$ cat src/rtl/rcd_pkg.sv
package rcd_pkg;
  localparam int unsigned RCD_ROWS = 4;
  localparam int unsigned RCD_COLS = 6;

  // Width needed to carry values 0..n inclusive
  function automatic int unsigned fld_w(input int unsigned n);
    return (n < 2) ? 1 : $clog2(n + 1);
  endfunction
endpackage

$ cat src/rtl/rcd_row_stage.sv
module rcd_row_stage #(
  parameter int unsigned ROWS = 4,
  parameter int unsigned RW   = 3
) (
  input  logic [RW-1:0]   row_code,
  output logic [ROWS-1:0] row_act,
  output logic [ROWS-1:0] row_ovr
);
  // Active row is one-hot; rows strictly below it are forced fully on.
  for (genvar i = 0; i < ROWS; i++) begin : g_row
    always_comb begin
      row_act[i] = (row_code == RW'(i));
      row_ovr[i] = (row_code >  RW'(i));
    end
  end
endmodule

$ cat src/rtl/rcd_col_stage.sv
module rcd_col_stage #(
  parameter int unsigned COLS = 6,
  parameter int unsigned CW   = 3
) (
  input  logic [CW-1:0]   col_code,
  output logic [COLS-1:0] col_therm
);
  // Thermometer: columns 0..col_code-1 selected; saturates at full row.
  for (genvar j = 0; j < COLS; j++) begin : g_col
    always_comb col_therm[j] = (col_code > CW'(j));
  end
endmodule

$ cat src/rtl/rcd_cell_matrix.sv
module rcd_cell_matrix #(
  parameter int unsigned ROWS = 4,
  parameter int unsigned COLS = 6,
  localparam int unsigned NCELL = ROWS * COLS
) (
  input  logic [ROWS-1:0]  row_act,
  input  logic [ROWS-1:0]  row_ovr,
  input  logic [COLS-1:0]  col_therm,
  output logic [NCELL-1:0] en_nxt
);
  for (genvar r = 0; r < ROWS; r++) begin : g_r
    for (genvar c = 0; c < COLS; c++) begin : g_c
      always_comb en_nxt[r*COLS + c] = (row_act[r] & col_therm[c]) | row_ovr[r];
    end
  end
endmodule

$ cat src/rtl/rcd_rst_sync.sv
module rcd_rst_sync (
  input  logic clk,
  input  logic rst_n,
  output logic rst_sync_n
);
  logic meta_q;

  always_ff @(posedge clk or negedge rst_n) begin
    if (!rst_n) begin
      meta_q     <= 1'b0;
      rst_sync_n <= 1'b0;
    end else begin
      meta_q     <= 1'b1;
      rst_sync_n <= meta_q;
    end
  end
endmodule

$ cat src/rtl/osc_cell_enable_dec.sv
module osc_cell_enable_dec #(
  parameter int unsigned ROWS = rcd_pkg::RCD_ROWS,
  parameter int unsigned COLS = rcd_pkg::RCD_COLS,
  localparam int unsigned RW    = rcd_pkg::fld_w(ROWS),
  localparam int unsigned CW    = rcd_pkg::fld_w(COLS),
  localparam int unsigned NCELL = ROWS * COLS
) (
  input  logic             clk,
  input  logic             rst_n,
  input  logic [RW-1:0]    row_code,
  input  logic [CW-1:0]    col_code,
  output logic [NCELL-1:0] cell_en
);
  logic             rst_sync_n;
  logic [ROWS-1:0]  row_act;
  logic [ROWS-1:0]  row_ovr;
  logic [COLS-1:0]  col_therm;
  logic [NCELL-1:0] en_nxt;
  logic             upd_en;

  rcd_rst_sync u_rst (
    .clk        (clk),
    .rst_n      (rst_n),
    .rst_sync_n (rst_sync_n)
  );

  rcd_row_stage #(.ROWS(ROWS), .RW(RW)) u_row (
    .row_code (row_code),
    .row_act  (row_act),
    .row_ovr  (row_ovr)
  );

  rcd_col_stage #(.COLS(COLS), .CW(CW)) u_col (
    .col_code  (col_code),
    .col_therm (col_therm)
  );

  rcd_cell_matrix #(.ROWS(ROWS), .COLS(COLS)) u_mat (
    .row_act   (row_act),
    .row_ovr   (row_ovr),
    .col_therm (col_therm),
    .en_nxt    (en_nxt)
  );

  // Register only when the decoded pattern differs from the held one.
  always_comb upd_en = (en_nxt != cell_en);

  always_ff @(posedge clk or negedge rst_sync_n) begin
    if (!rst_sync_n)  cell_en <= '0;
    else if (upd_en)  cell_en <= en_nxt;
  end
endmodule

$ cat config.mk
export PLATFORM = sky130hd
export DESIGN_NAME = osc_cell_enable_dec
export DESIGN_NICKNAME = d
export VERILOG_FILES = /design/src/rtl/rcd_pkg.sv /design/src/rtl/rcd_row_stage.sv /design/src/rtl/rcd_col_stage.sv /design/src/rtl/rcd_cell_matrix.sv /design/src/rtl/rcd_rst_sync.sv /design/src/rtl/osc_cell_enable_dec.sv
export SDC_FILE = /design/constraint.sdc
export NUM_CORES = 1
export LEC_CHECK = 0
export BUFFER_PORTS_ARGS = -buffer_cell sky130_fd_sc_hd__buf_2
export CORE_MARGIN = 8
export CORE_UTILIZATION = 40
export CTS_CLUSTER_DIAMETER = 80
export DETAILED_ROUTE_END_ITERATION = 7
export GPL_ROUTABILITY_DRIVEN = 0
export PLACE_DENSITY = 0.7
export RECOVER_POWER = 50
export SLEW_MARGIN = 20
export SYNTH_ARGS = -nofsm -noshare
export SYNTH_HDL_FRONTEND = slang
export SYNTH_SLANG_ARGS = --single-unit
export TNS_END_PERCENT = 1
$ cat constraint.sdc
create_clock -name clk -period 1.4 [get_ports clk]
set_clock_uncertainty 0.05 [all_clocks]
set_input_delay 0.28 -clock clk [delete_from_list [all_inputs] [get_ports clk]]
set_output_delay 0.28 -clock clk [all_outputs]
set_load 0.01 [all_outputs]
==> run_results.csv, run 1 <==
group,metric,value,unit
sta,relSlewSlack,0.625,
yosys,synth_top_area_share,0.690,
floorplanning,start_util,0.426,
setup_path,cp.arrival,0.84,ns
flow_run,cap_violations,0,
sta,finalHoldViolCount,0,
setup_path,path_buf_inv,1,
sta,setup_tns,0,ns
min_path,hold_start,"col_code[0]",
drt,drtIter0Drc,12,
floorplanning,fp.dieW,64.6,um
cells_and_area,nFillCells,217,
pwr,switching_share,0.217,
pwr,intPower,0.00113,W
yosys,ys_seq_area_frac,0.690,
cells_and_area,register_area,651,sq um
clock_network,cts_root_buffer,"clkbuf_4",
drt,dr.pass1.iters,4,
yosys,async_flop_share,1.00,
setup_path,crit_path_top_delay_cell,"dfrtp_1",
placed_design,io_buffers,31,
cells_and_area,fin_area,1150,sq um
grt,grt_max_degree,25,
sta,period_share,0.836,
pwr,p_leak,0.488,nW
setup_path,r2r-start,"u_rst.rst_sync_n",
floorplanning,dieArea,4170,sq um
grt,grt_pass1_wl,3050,um
pwr,seqPwrFrac,0.550,
setup_path,crit_family,"flip-flops",
setup_path,max_stage_delay,0.39,ns
setup_path,crit_chain,"buf_2",
sta,setup_viol,0,
yosys,ys_top_cells_by_count,"dfrtp_1 (26), nand2_1 (10), o21ai_0 (7)",
grt,grt_pass1_vias,651,
drt,drtAntennaViolNets,0,
yosys,synth.area.top_cells,"dfrtp_1 (69%), nand2_1 (4.0%), o21bai_1 (4.0%)",
sta,rsz0062_at_grt,"false",
clock_network,clkLatencyLatePin,0.30,ns
min_path,hold_class,"in -> reg",
pwr,max-vdd-ir-drop,0.726,mV
cells_and_area,insertedDiodeCount,0,
run_status,status,"finished clean",
yosys,post-synth-top-area-cell,"dfrtp_1",
setup_path,crit_path_end_kind,"output pin",
grt,overflow,0,
clock_network,cts_tree,"done",
yosys,syn-cell-area,943,sq um
pwr,clockPowerShare,0.345,
cells_and_area,area_growth,21.5,%
grt,grtUsageTotal,0.0908,
cells_and_area,multi_input_area,233,sq um
floorplanning,ioPinCount,32,
drt,remaining_drc_errors,0,
placed_design,dpl.hpwl,1340,um
drt,drt_wl_total,1790,um
sta,worst_pin_slew,0.562,ns
setup_path,crit_path_start_kind,"register",
clock_network,cts_made_buffers,3,
yosys,yosysWarnings,0,
floorplanning,core_area,2210,sq um
floorplanning,rows,17,
yosys,ys_seq_elements,26,
clock_network,clock_sinks,26,
setup_path,critPathLaunch,"cell_en[5]",
clock_network,clkTransAtPathRegs,0.14,ns
sta,slew_viol_final,0,
yosys,synth_most_common_cell,"dfrtp_1",
placed_design,place_area,1100,sq um
sta,finalCriticalPeriod,1.17,ns
grt,antenna_found_initial,0,
drt,routed_via_density,4.76,
setup_path,critPathKind,"reg -> out",
drt,vias,648,
floorplanning,die-height,64.6,um
yosys,synthCells,76,
yosys,synth.net_count,84,
yosys,syn_area_per_cell,12.4,sq um
setup_path,critical_path.max_fanout,1,
setup_path,worst_ep_required_time,1.07,ns
yosys,synth_ff_type,"dfrtp_1",
sta,max_freq,854,MHz
cells_and_area,drive_gt1_frac,0.315,
pwr,power_frac_comb,0.105,
pwr,p_switching,0.000314,W
yosys,synth.distinct_cells,18,
pwr,power_density,1260,nW/um^2
drt,wl_per_cell,13.2,um
clock_network,clk_path_buf_depth,2,
cells_and_area,num-nets-final,117,
clock_network,htree_num_levels,1,
yosys,synth_edf_count,0,
layout by cell type, fill, tap and decap left out:
master and count:
a211o_1 1, clkbuf_4 3, conb_1 1, a21oi_1 2, nor4_1 1, dfrtp_1 26
nand3_1 1, clkbuf_1 2, o31ai_1 1, nor2_1 4, nor3_1 2, clkbuf_2 1
a21o_1 3, dlygate4sd3_1 1, nand2_1 10, o21ai_0 7, o41ai_1 1, o21bai_1 5
bufinv_16 1, buf_2 29, inv_1 2, nand2b_1 4
power groups by stage:
| stage | clock [W] | sequential (W) | combinational [W] |
|---|---|---|---|
| 3_3_place_gp | 0 | 0.000810 | 0.000155 |
| 4_1_cts | 0.000505 | 0.000796 | 0.000161 |
| 5_1_grt | 0.000544 | 0.000800 | 0.000171 |
| 6_report | 0.000499 | 0.000795 | 0.000152 |
| 2_1_floorplan | 0 | 0.000842 | 0.0000650 |
| 3_5_place_dp | 0 | 0.000811 | 0.000159 |
cell families after synthesis:
kind of cell	Yosys count	synth area share
buffers and inverters	7	0.0477
AO/OA/AOI/OAI	20	0.138
AND/OR/NAND/NOR	22	0.121
flip-flops	26	0.690
other	1	0.00397
metal layers:
metal,vias to the layer above,share of wire,global-route usage
met5,-,0,0
met2,22,0.46,0.134
met4,0,0.0095,0.0490
met3,2,0.074,0.0361
met1,308,0.46,0.111
li1,316,-,-
flip-flops by register name (all words and copies together), names as in the netlist:
signal / cells
cell_en: 24
u_rst.rst_sync_n: 1
u_rst.meta_q: 1
area by class of cell:
cell class              count  share of cell area
clock buffers               3              0.0197
multi-input cells          43               0.203
clock inverters             1              0.0262
inverters                   2             0.00655
flip-flops and latches     26               0.568
well taps                  28              0.0306
repair buffers             33               0.146
metrics by stage:
step	hold WS, ns	setup WS (ns)	utilization	cells	power [W]
floorplan	-0.0656	0.403	-	76	0.000907
global placement	0.0152	0.327	0.499	131	0.000965
detailed placement	0.0167	0.268	0.499	131	0.000970
CTS	0.176	0.220	0.527	136	0.00146
global route	0.185	0.178	0.518	136	0.00151
finish	0.187	0.229	0.518	136	0.00145
repair_timing:
item | in CTS | in global routing
endpoints found under the setup margin | 0 | 0
resized for setup | 0 | 0
endpoints found under the hold margin | 2 | 0
buffers inserted | 0 | 0
hold buffers | 1 | 0
worst paths after layout:
kind / end / slack (ns) / cells past startpoint
min reg2reg: cell_en[7] / 0.26 / 1
max: cell_en[5] / 0.23 / 1
max in group asynchronous: cell_en[8] / 0.67 / 1
min: cell_en[2] / 0.19 / 3
min in group asynchronous: u_rst.rst_sync_n / 0.23 / 2
max reg2reg: cell_en[8] / 0.67 / 1
Power figures use the tool's default switching activity.
==> run 2, diff against run 1 <==
==> constraint.sdc (replaced) <==
create_clock -name clk -period 1.2 [get_ports clk]
set_clock_uncertainty 0.05 [all_clocks]
set_input_delay 0.24 -clock clk [delete_from_list [all_inputs] [get_ports clk]]
set_output_delay 0.24 -clock clk [all_outputs]
set_load 0.01 [all_outputs]
==> run 2 against run 1 <==
Compared with the run above:
- clock power grew 15%
- global-route usage shrank 0.091 points
- worst setup slack lost 0.16 ns
- register-to-register slack lost 0.20 ns
- highest routed layer unchanged
==> run_results.csv, run 2 (synthesis results as in run 1) <==
group,metric,value,unit
run_status,status,"finished clean",
cells_and_area,insertedDiodeCount,0,
sta,setup_viol,0,
drt,dr.pass1.iters,4,
setup_path,critPathKind,"reg -> out",
clock_network,cts_root_buffer,"clkbuf_4",
sta,max_freq,885,MHz
sta,slew_viol_final,0,
sta,rsz0062_at_grt,"false",
sta,finalHoldViolCount,0,
pwr,p_leak,0.495,nW
drt,remaining_drc_errors,0,
grt,grt_pass1_vias,698,
placed_design,place_inst,132,
drt,drtAntennaViolNets,0,
pwr,max-vdd-ir-drop,0.882,mV
setup_path,path_buf_inv,1,
floorplanning,fp.dieW,64.6,um
pwr,switching_share,0.214,
cells_and_area,final_common_cell,"buf_2",
setup_path,crit_path_top_delay_cell,"dfrtp_1",
cells_and_area,nFillCells,209,
setup_path,crit_path_start_kind,"register",
clock_network,clkLatencyLatePin,0.31,ns
setup_path,max_stage_delay,0.39,ns
min_path,hold_class,"in -> reg",
setup_path,crit_chain,"buf_2",
setup_path,crit_family,"flip-flops",
setup_path,cp.arrival,0.84,ns
drt,drtIter0Drc,9,
placed_design,io_buffers,31,
sta,setup_tns,0,ns
placed_design,dpl.hpwl,1320,um
clock_network,htree_num_levels,1,
clock_network,clock_sinks,26,
drt,vias,635,
floorplanning,ioPinCount,32,
clock_network,cts_made_buffers,3,
drt,wl_per_cell,12.5,um
clock_network,postCtsSetupBuffers,0,
cells_and_area,largest_registers,"cell_en x24, u_rst.meta_q x1, u_rst.rst_sync_n x1",
sta,relSlewSlack,0.626,
grt,overflow,0,
setup_path,crit_path_end_kind,"output pin",
clock_network,clk_path_buf_depth,2,
pwr,power_frac_comb,0.108,
sta,worst_pin_slew,0.561,ns
grt,grt_max_degree,25,
pwr,power_density,1440,nW/um^2
sta,finalCriticalPeriod,1.13,ns
clock_network,cts_tree,"done",
floorplanning,core_area,2210,sq um
pwr,p_switching,0.000361,W
setup_path,critical_path.max_fanout,1,
clock_network,ctsResizeCount,0,
setup_path,worst_ep_required_time,0.91,ns
cells_and_area,num-nets-final,118,
clock_network,clkTransAtPathRegs,0.13,ns
drt,routed_via_density,4.64,
cells_and_area,largest_reg_flops,24,
grt,grtUsageTotal,0.0899,
pwr,clockPowerShare,0.341,
cells_and_area,area_growth,23.9,%
pwr,seqPwrFrac,0.551,
grt,grt_pass1_wl,2990,um
pwr,intPower,0.00132,W
placed_design,place_area,1110,sq um
cells_and_area,final_cell_mix,"buf_2 (29), dfrtp_1 (26), nand2_1 (10)",
sta,period_share,0.942,
floorplanning,start_util,0.426,
cells_and_area,largest-register,"cell_en",
cells_and_area,drive_gt1_frac,0.330,
floorplanning,die-height,64.6,um
cells_and_area,fin_area,1170,sq um
cells_and_area,instances_no_fill,137,
floorplanning,rows,17,
floorplanning,dieArea,4170,sq um
drt,drt_wl_total,1710,um
grt,antenna_found_initial,0,
flow_run,cap_violations,0,
run 2: changes by cell type in the layout (fill, tap and decap cells not counted):
cell / delta
buf_4: +1
nor4_1: -1
nor4_4: +1
run 2: layer usage:
| metal | routed length (um) | GRT usage | vias to the layer above |
|---|---|---|---|
| met3 | 117 | 0.0275 | 5 |
| met5 | 0 | 0 | - |
| met2 | 786 | 0.137 | 21 |
| li1 | - | - | 319 |
| met1 | 758 | 0.105 | 290 |
| met4 | 45 | 0.0654 | 0 |
run 2: layout make-up:
type	instances	area (sq um)	share of cell area
clock inverter	1	30.0	0.0257
tap	28	35.0	0.0300
multi-input combinational	43	248	0.212
clock buffer	3	22.5	0.0193
inverter	2	7.51	0.00642
timing repair buffer	34	175	0.150
sequential	26	651	0.557
run 2: power groups by stage:
stage	Combinational, W	Clock (W)	Sequential, W
3_3_place_gp	0.000183	0	0.000946
3_5_place_dp	0.000187	0	0.000946
2_1_floorplan	0.0000758	0	0.000982
5_1_grt	0.000207	0.000631	0.000933
4_1_cts	0.000190	0.000600	0.000929
6_report	0.000182	0.000575	0.000928
run 2: worst paths after layout:
kind                                        from           end  slack [ns]  cells past startpoint
worst max-delay path                  cell_en[1]    cell_en[1]        0.07                      1
worst min-delay path                 col_code[0]    cell_en[2]        0.15                      3
worst max register to register  u_rst.rst_sync_n   cell_en[18]        0.47                      1
worst min register to register  u_rst.rst_sync_n   cell_en[13]        0.27                      1
max in group asynchronous       u_rst.rst_sync_n   cell_en[18]        0.47                      1
min in group asynchronous                  rst_n  u_rst.meta_q        0.16                      2
run 2: repair_timing:
item | in CTS | in global routing
hold buffers | 1 | 0
setup endpoints to repair | 0 | 0
endpoints found under the hold margin | 2 | 0
run 2: through the flow:
| stage | total power (W) | worst slack [ns] | util | hold slack (ns) |
|---|---|---|---|---|
| 2_1_floorplan | 0.00106 | 0.243 | - | -0.106 |
| 3_3_place_gp | 0.00113 | 0.156 | 0.502 | -0.0251 |
| 3_5_place_dp | 0.00113 | 0.125 | 0.502 | -0.0240 |
| 4_1_cts | 0.00172 | 0.0481 | 0.531 | 0.133 |
| 5_1_grt | 0.00177 | 0.0182 | 0.528 | 0.161 |
| 6_report | 0.00169 | 0.0695 | 0.528 | 0.151 |
